`src/rtl/cap_pkg.sv`:
```
package cap_pkg;

   // register addresses
   localparam int unsigned A_CTRL  = 0;
   localparam int unsigned A_MODE  = 1;
   localparam int unsigned A_ARM   = 2;
   localparam int unsigned A_IEN   = 3;
   localparam int unsigned A_STAT  = 4;
   localparam int unsigned A_EVT   = 5;
   localparam int unsigned A_CNT   = 6;
   localparam int unsigned A_CAP0  = 8;

   localparam logic [1:0] MODE_INPUT = 2'b01;
   localparam int unsigned ARM_BITS  = 3;

   // active-edge decode: {np,p}
   function automatic logic edge_hit(input logic p, input logic np,
                                     input logic rise, input logic fall);
      logic hit;
      case ({np, p})
         2'b01:   hit = fall;
         2'b11:   hit = rise | fall;
         default: hit = rise;
      endcase
      return hit;
   endfunction

endpackage

```
`src/rtl/cap_sync_edge.sv`:
```
module cap_sync_edge #(
   parameter int unsigned STAGES = 2
) (
   input  logic clk,
   input  logic rst_n,
   input  logic pin_i,
   output logic rise_o,
   output logic fall_o
);
   // STAGES synchronizer flops plus one history flop
   logic [STAGES:0] shft_q;

   always_ff @(posedge clk or negedge rst_n) begin
      if (!rst_n) shft_q <= '0;
      else        shft_q <= {shft_q[STAGES-1:0], pin_i};
   end

   assign rise_o =  shft_q[STAGES-1] & ~shft_q[STAGES];
   assign fall_o = ~shft_q[STAGES-1] &  shft_q[STAGES];
endmodule

```
`src/rtl/cap_counter.sv`:
```
module cap_counter #(
   parameter int unsigned W = 16
) (
   input  logic         clk,
   input  logic         rst_n,
   input  logic         run_i,
   input  logic         load_i,
   input  logic [W-1:0] load_val_i,
   output logic [W-1:0] cnt_o
);
   logic [W-1:0] cnt_q;

   always_ff @(posedge clk or negedge rst_n) begin
      if (!rst_n)      cnt_q <= '0;
      else if (load_i) cnt_q <= load_val_i;
      else if (run_i)  cnt_q <= cnt_q + 1'b1;
   end

   assign cnt_o = cnt_q;
endmodule

```
`src/rtl/cap_channel.sv`:
```
module cap_channel #(
   parameter int unsigned W = 16
) (
   input  logic         clk,
   input  logic         rst_n,
   input  logic         hw_evt_i,
   input  logic         sw_evt_i,
   input  logic [W-1:0] cnt_i,
   input  logic         rd_clr_i,
   input  logic         st_wr_i,
   input  logic         st_flag_bit_i,
   input  logic         st_ovr_bit_i,
   output logic [W-1:0] cap_o,
   output logic         flag_o,
   output logic         ovr_o,
   output logic         evt_o
);
   logic [W-1:0] cap_q;
   logic         flag_q;
   logic         ovr_q;
   logic         evt;

   assign evt = hw_evt_i | sw_evt_i;

   always_ff @(posedge clk or negedge rst_n) begin
      if (!rst_n) begin
         cap_q  <= '0;
         flag_q <= 1'b0;
         ovr_q  <= 1'b0;
      end else begin
         if (evt) cap_q <= cnt_i;
         // a capture outranks any clear in the same cycle
         if (evt)                           flag_q <= 1'b1;
         else if (rd_clr_i)                 flag_q <= 1'b0;
         else if (st_wr_i && !st_flag_bit_i) flag_q <= 1'b0;
         if (evt && flag_q)                 ovr_q <= 1'b1;
         else if (st_wr_i && !st_ovr_bit_i) ovr_q <= 1'b0;
      end
   end

   assign cap_o  = cap_q;
   assign flag_o = flag_q;
   assign ovr_o  = ovr_q;
   assign evt_o  = evt;
endmodule

```
`src/rtl/cap_timer_unit.sv`:
```
module cap_timer_unit
   import cap_pkg::*;
#(
   parameter int unsigned NUM_CH      = 4,
   parameter int unsigned CNT_W       = 16,
   parameter int unsigned DATA_W      = 16,
   parameter int unsigned ADDR_W      = 4,
   parameter int unsigned SYNC_STAGES = 2
) (
   input  logic              clk,
   input  logic              rst_n,
   input  logic [NUM_CH-1:0] cap_pin_i,
   input  logic [ADDR_W-1:0] bus_addr_i,
   input  logic              bus_wr_i,
   input  logic [DATA_W-1:0] bus_wdata_i,
   input  logic              bus_rd_i,
   output logic [DATA_W-1:0] bus_rdata_o,
   output logic              irq_o
);
   localparam int unsigned MODE_W = 2 * NUM_CH;
   localparam int unsigned ARM_W  = ARM_BITS * NUM_CH;
   localparam int unsigned STAT_W = 2 * NUM_CH;

   localparam logic [ADDR_W-1:0] AD_CTRL = ADDR_W'(A_CTRL);
   localparam logic [ADDR_W-1:0] AD_MODE = ADDR_W'(A_MODE);
   localparam logic [ADDR_W-1:0] AD_ARM  = ADDR_W'(A_ARM);
   localparam logic [ADDR_W-1:0] AD_IEN  = ADDR_W'(A_IEN);
   localparam logic [ADDR_W-1:0] AD_STAT = ADDR_W'(A_STAT);
   localparam logic [ADDR_W-1:0] AD_EVT  = ADDR_W'(A_EVT);
   localparam logic [ADDR_W-1:0] AD_CNT  = ADDR_W'(A_CNT);

   // elaboration-time parameter checks
   if (NUM_CH < 1) begin : g_chk_ch
      initial $fatal(1, "NUM_CH must be at least 1");
   end
   if (ARM_W > DATA_W || STAT_W > DATA_W || CNT_W > DATA_W) begin : g_chk_w
      initial $fatal(1, "DATA_W too narrow for the register fields");
   end
   if (A_CAP0 + NUM_CH > (1 << ADDR_W)) begin : g_chk_a
      initial $fatal(1, "ADDR_W too narrow for the capture registers");
   end
   if (SYNC_STAGES < 2) begin : g_chk_s
      initial $fatal(1, "SYNC_STAGES must be at least 2");
   end

   logic                         run_q;
   logic [MODE_W-1:0]            mode_q;
   logic [ARM_W-1:0]             arm_q;
   logic [NUM_CH-1:0]            ien_q;
   logic [CNT_W-1:0]             cnt_q;
   logic [NUM_CH-1:0]            flag;
   logic [NUM_CH-1:0]            ovr;
   logic [NUM_CH-1:0]            evt;
   logic [NUM_CH-1:0][CNT_W-1:0] cap_val;
   logic                         st_wr;
   logic [DATA_W-1:0]            rdata_c;

   // configuration registers
   always_ff @(posedge clk or negedge rst_n) begin
      if (!rst_n) begin
         run_q  <= 1'b0;
         mode_q <= '0;
         arm_q  <= '0;
         ien_q  <= '0;
      end else if (bus_wr_i) begin
         case (bus_addr_i)
            AD_CTRL: run_q  <= bus_wdata_i[0];
            AD_MODE: mode_q <= bus_wdata_i[MODE_W-1:0];
            AD_ARM:  arm_q  <= bus_wdata_i[ARM_W-1:0];
            AD_IEN:  ien_q  <= bus_wdata_i[NUM_CH-1:0];
            default: ;
         endcase
      end
   end

   cap_counter #(.W(CNT_W)) u_cnt (
      .clk       (clk),
      .rst_n     (rst_n),
      .run_i     (run_q),
      .load_i    (bus_wr_i && bus_addr_i == AD_CNT),
      .load_val_i(bus_wdata_i[CNT_W-1:0]),
      .cnt_o     (cnt_q)
   );

   assign st_wr = bus_wr_i && bus_addr_i == AD_STAT;

   for (genvar i = 0; i < NUM_CH; i++) begin : g_ch
      logic rise;
      logic fall;
      logic is_input;
      logic hw_evt;
      logic sw_evt;
      logic rd_clr;

      cap_sync_edge #(.STAGES(SYNC_STAGES)) u_sync (
         .clk   (clk),
         .rst_n (rst_n),
         .pin_i (cap_pin_i[i]),
         .rise_o(rise),
         .fall_o(fall)
      );

      assign is_input = mode_q[2*i +: 2] == MODE_INPUT;
      assign hw_evt   = is_input && arm_q[ARM_BITS*i] &&
                        edge_hit(arm_q[ARM_BITS*i+1], arm_q[ARM_BITS*i+2], rise, fall);
      assign sw_evt   = is_input && bus_wr_i && bus_addr_i == AD_EVT && bus_wdata_i[i];
      assign rd_clr   = bus_rd_i && bus_addr_i == ADDR_W'(A_CAP0 + i);

      cap_channel #(.W(CNT_W)) u_chan (
         .clk          (clk),
         .rst_n        (rst_n),
         .hw_evt_i     (hw_evt),
         .sw_evt_i     (sw_evt),
         .cnt_i        (cnt_q),
         .rd_clr_i     (rd_clr),
         .st_wr_i      (st_wr),
         .st_flag_bit_i(bus_wdata_i[i]),
         .st_ovr_bit_i (bus_wdata_i[NUM_CH+i]),
         .cap_o        (cap_val[i]),
         .flag_o       (flag[i]),
         .ovr_o        (ovr[i]),
         .evt_o        (evt[i])
      );
   end

   // read mux; the event register has no storage and returns zero
   always_comb begin
      rdata_c = '0;
      if (bus_rd_i) begin
         case (bus_addr_i)
            AD_CTRL: rdata_c[0]            = run_q;
            AD_MODE: rdata_c[MODE_W-1:0]   = mode_q;
            AD_ARM:  rdata_c[ARM_W-1:0]    = arm_q;
            AD_IEN:  rdata_c[NUM_CH-1:0]   = ien_q;
            AD_STAT: rdata_c[STAT_W-1:0]   = {ovr, flag};
            AD_CNT:  rdata_c[CNT_W-1:0]    = cnt_q;
            default: ;
         endcase
         for (int i = 0; i < NUM_CH; i++) begin
            if (bus_addr_i == ADDR_W'(A_CAP0 + i)) rdata_c[CNT_W-1:0] = cap_val[i];
         end
      end
   end

   assign bus_rdata_o = rdata_c;
   assign irq_o       = |(flag & ien_q);
endmodule

```
`config.mk`:
```
export PLATFORM = sky130hd
export DESIGN_NAME = cap_timer_unit
export DESIGN_NICKNAME = d
export VERILOG_FILES = /design/src/rtl/cap_pkg.sv /design/src/rtl/cap_sync_edge.sv /design/src/rtl/cap_counter.sv /design/src/rtl/cap_channel.sv /design/src/rtl/cap_timer_unit.sv
export SDC_FILE = /design/constraint.sdc
export NUM_CORES = 1
export LEC_CHECK = 0
export CAP_MARGIN = 30
export CORE_ASPECT_RATIO = 0.6
export CORE_MARGIN = 1
export CORE_UTILIZATION = 55
export DETAILED_ROUTE_END_ITERATION = 8
export DONT_BUFFER_PORTS = 1
export PLACE_DENSITY = 0.7
export SLEW_MARGIN = 10
export SYNTH_ARGS = -nofsm -noshare
export SYNTH_HDL_FRONTEND = slang
export SYNTH_SLANG_ARGS = --single-unit
```
`constraint.sdc`:
```
create_clock -name clk -period 2.65 [get_ports clk]
set_clock_uncertainty 0.05 [all_clocks]
set_input_delay 0.265 -clock clk [delete_from_list [all_inputs] [get_ports clk]]
set_output_delay 0.265 -clock clk [all_outputs]
set_load 0.02 [all_outputs]
```
# Yosys cells after proc, flatten, opt, wreduce, memory -nomap -nowiden
# Index checks and enable logic that the tools add are counted.
# Widths: inputs -> output; s select.
# totals
register_bits	125
wordCells	166
# op_classes
bitwise_logic	25
n_reduce_logical	61
mux	36
n_addsub	1
eq_ne	22
# ops
operator	n
$mux 16	7
$logic_and 1x1->1	38
$mux 1	20
$add 16x1->16 const B	1
$eq 2x1->1 const B	8
$eq 4x4->1 const B	4
$pmux 4 s4	1
$pmux 3 s5	1
$eq 4x3->1 const B	3
$reduce_bool 3->1	4
$reduce_bool 2->1	5
$and 1x1->1	8
$eq 2x2->1 const B	4
$eq 4x2->1 const B	2
$logic_not 1->1	8
$not 1->1	8
$or 1x1->1	8
$pmux 1 s2	4
$pmux 4 s2	1
$reduce_and 2->1	4
$pmux 1 s6	1
$and 4x4->4	1
$eq 4x1->1 const B	1
$logic_not 4->1	1
2 further kinds	2

# Depth between registers and ports, before layout
# logic_depth
word_depth	8
depth_mapped	8

# Hierarchy
# Synthesis repeated with hierarchy kept, for this count alone.
# hier_totals
hier_cells	563
area_unflattened_um2	6687.7
# modules_own_cells
mod	n_inst	cells_per_inst	area_per_inst_um2
cap_channel	4	42	729.4
cap_timer_unit	1	276	2466.1
cap_counter	1	99	943.4
cap_sync_edge	4	5	90.1

# Worst setup path after synthesis
# No wires, ideal clock.
# synth_timing
path_kind	input-to-output
start	input port bus_addr_i[1]
end	output port bus_rdata_o[14]
path_stages	6
t_required_ns	2.335
path_buffers	2
arrival_ns	1.702
setup_slack_ns	0.633
path_cell_list	buf_6 > buf_2 > or3b_2 > nor2_1 > o22ai_1 > a21boi_0
# synth_via
elab_chain_len	7
# synth_lines
item	line	rtl
from (decl)	cap_timer_unit.sv:13	input logic [ADDR_W-1:0] bus_addr_i,
$eq 4x3->1	cap_timer_unit.sv:130	case (bus_addr_i)
$mux 4	cap_timer_unit.sv:130	
$mux 16 (3 in series)	cap_timer_unit.sv:140	if (bus_addr_i == ADDR_W'(A_CAP0 + i)) rdata_c[CNT_W-1:0] = cap_val[i];
$mux 16 (*)	cap_timer_unit.sv:140	
$mux 16 (*)	cap_timer_unit.sv:129	if (bus_rd_i) begin
to (decl)	cap_timer_unit.sv:17	output logic [DATA_W-1:0] bus_rdata_o,
# Every way passes the cells marked *; elsewhere a longest branch is shown, timed or not.

# Worst setup path after layout
# layout_timing
start	register u_cnt.cnt_q[0] (netlist: u_cnt.cnt_o[0])
end	output port bus_rdata_o[0]
# layout_via
elab_chain_len	6
# layout_lines
item	line	rtl
from (decl)	cap_counter.sv:11	logic [W-1:0] cnt_q;
from (signal assigned)	cap_counter.sv:15	else if (load_i) cnt_q <= load_val_i;
from (signal assigned)	cap_counter.sv:16	else if (run_i) cnt_q <= cnt_q + 1'b1;
$pmux 1 s6	cap_timer_unit.sv:130	
$mux 16 (4 in series)	cap_timer_unit.sv:140	
$mux 16	cap_timer_unit.sv:129	
# No other way between the ends.

==> reports/summary.txt <==
status = finished with violations
failing checks = negative hold slack
CP required = 2.34 ns
vias post-DR = 4945
nets = 645
Seq/Total Area, Yosys = 47.0%
max_slew headroom = 48.9%
Area contributors post-synth = dfrtp_1 (47%), mux2_2 (11%), mux2_4 (7.2%)
post-CTS setup buffer count = 0
Worst setup EP type = primary output
crit-path max FO = 8
GR Util met1 = 46.4%
met3 Usage GRT = 8.80%
most frequently used flop master after synthesis = dfrtp_1
worst flop-to-flop path endpoint = g_ch[3].u_chan.cap_o[12]$_DFFE_PN0P_
chip width = 144 µm
Worst-Margin Slew = 0.760 ns
DRT iter0 DRCs = 463
# rows = 30
CTS Buffer Depth = 2
number of global-route vias before repair = 4876
Achievable Freq = 0.438 GHz
DRT Wirelength = 17900 µm
maxcap violations = 0
busiest grt layer = met1
ANT cells = 0
cells along the critical path = mux2_2 > o2bb2ai_1 > nand2_1 > a221oi_1 > buf_4
post-synthesis average cell area = 11.2 µm²
number of setup violations in the final report = 0
flop2flop setup slack = 0.47 ns
Netlist Area Pre-Place = 6650 µm²
Resized Gates After CTS = 0
initial antenna violation count = 0
# clock sinks = 125
H-tree Lvls = 4
Avg Vias per Cell = 6.33
number of synthesized flops with an enable pin = 0
final worst path period share = 86.2%
Setup Crit Path Kind = reg -> out
Worst Setup Start Kind = flip-flop
synthesized net count = 633
leakage = 3.36 nW
Setup TNS = 0 ns
CP arrival = 1.97 ns
CTS Buf Count = 17
die area = 12600 µm²
setup ws final = 0.366 ns
Min Clock Period, post-route = 2.28 ns
CTS tree = built
ratio of cells with drive above 1 in the final layout = 25.3%
total track usage = 31.2%
Crit. Startpoint = u_cnt.cnt_o[0]$_DFFE_PN0P_
RSZ-0062 raised after global routing = false
total power = 0.00727 W
Chip Height = 87.2 µm
pwr/cell area = 969 nW/µm²
core area = 11500 µm²
largest net degree at the start of global routing = 126
r2r worst-path depth = 7
pre-CTS setup slack = 0.508 ns
Yosys warning count = 0
CTS Root Cell = clkbuf_16
Async S/R FF share, synth = 100%
area grow syn2layout = 12.8%
cts hold-fix bufs = 21
Overflow after GRT = 0
port buffer count = 0
largest area contributor in the netlist = dfrtp_1
GR Layer Usage met2 = 44.0%
worst-skew pair later-pin latency = 0.42 ns
post-DP HPWL = 11600 µm
Pre-Repair DR Iteration Count = 5
Yosys top cell area share = 47.0%
Fin Hold WS = -0.518 ns
most numerous cell in the Yosys netlist = dfrtp_1
clk slew on worst S/H paths = 0.06 ns
gpl congestion = 0.850
WL/cell = 22.9 µm
Tightest Hold Check Type = in -> async
Seq cells post-synth = 125
DRC Markers = 0
Routed Antenna Nets = 0
post-synth cell types = 54
worst r2r src = g_ch[3].u_sync.shft_q[1]$_DFF_PN0_
first-pass GRT wire length = 28200 µm
Ports = 45
Critical Path Slowest Stage Cell = dfrtp_1
Initial Util = 57.7%
final hold viol count = 125
Mapped Cells = 596
commonest cells in the synthesized netlist = dfrtp_1 (125), mux2_2 (64), nand2_1 (47)
Peak VDD IR = 0.000538 V
Critical Path Max Stage Delay = 0.51 ns
Final Slew Violations = 0
==> kinds of logic (layout without fill, tap and decap cells) <==
| group | count (synthesis) | after routing | share of synthesized area (%) |
|---|---|---|---|
| buffers and inverters | 64 | 89 | 5.25 |
| XOR/XNOR | 10 | 10 | 1.32 |
| multiplexers | 112 | 112 | 20.5 |
| adder cells (fa/ha/maj) | 9 | 9 | 1.69 |
| flip-flops | 125 | 125 | 47.0 |
| AND/OR/NAND/NOR | 154 | 154 | 12.5 |
| AO/OA/AOI/OAI | 122 | 122 | 11.8 |
==> registers in the layout, summed over array words and instances (netlist names) <==
register	cells
g_ch.u_sync.shft_q	12
run_q	1
mode_q	8
arm_q	12
g_ch.u_chan.ovr_o	4
g_ch.u_chan.cap_o	64
ien_q	4
u_cnt.cnt_o	16
g_ch.u_chan.flag_o	4
==> worst max-delay path, delay by kind of cell, from the launching register on <==
kind,cells,cell delay [ns]
muxes,1,0.21
buffers and inverters,1,0.22
and+or+nand+nor,1,0.07
DFF,1,0.51
AOI/OAI and AO/OA,2,0.53
==> area by class of cell <==
cell class,instances,area (µm²)
Timing Repair Buffer,41,360
Clock inverter,15,153
Fill cell,891,4020
Multi-Input combinational cell,407,3170
Tap cell,160,200
Clock buffer,17,425
Inverter,16,60.1
Sequential cell,125,3130
==> how the worst max path moves through the flow <==
| stage | endpoint | slack, ns | depth (start not counted) |
|---|---|---|---|
| finish | bus_rdata_o[0] | 0.37 | 5 |
| detailed placement | g_ch[3].u_chan.cap_o[11]$_DFFE_PN0P_ | 0.51 | 7 |
| global placement | g_ch[1].u_chan.cap_o[7]$_DFFE_PN0P_ | 0.57 | 7 |
| global route | bus_rdata_o[0] | 0.32 | 5 |
| CTS | bus_rdata_o[0] | 0.35 | 5 |
| floorplan | bus_rdata_o[14] | 0.63 | 6 |
==> cells in the final DEF, fill, tap and decap left out, types with 12 or more instances in the layout <==
master / count
a21oi_1: 19
buf_4: 20
clkbuf_16: 17
dfrtp_1: 125
dlygate4sd3_1: 21
inv_1: 16
mux2_2: 64
mux2_4: 32
mux2i_1: 16
nand2_1: 47
nand3_1: 19
nand3b_1: 12
nor2_1: 16
o21ai_0: 40
==> through the flow <==
stage / hold slack, ns / util [%] / instances / instance area (µm²)
3_5_place_dp: -0.0785 / 58.3 / 728 / 6710
3_3_place_gp: -0.0773 / 58.3 / 728 / 6710
2_1_floorplan: -0.0806 / - / 596 / 6650
5_1_grt: -0.533 / 65.1 / 781 / 7500
6_report: -0.518 / 65.1 / 781 / 7500
4_1_cts: -0.527 / 65.1 / 781 / 7500
==> where the power goes <==
part	total (W)	internal [W]	switching (W)	leakage (nW)
Combinational	0.00161	0.000983	0.000624	1.53
Clock	0.00229	0.00132	0.000967	0.284
Sequential	0.00337	0.00263	0.000741	1.55
Total	0.00727	0.00494	0.00233	3.36
==> per-layer routing <==
metal	share of wire, %	vias to the layer above
met1	46	2498
met5	0	-
met4	1.2	0
met2	43	234
li1	-	2190
met3	9.9	23
Power figures use the tool's default switching activity.
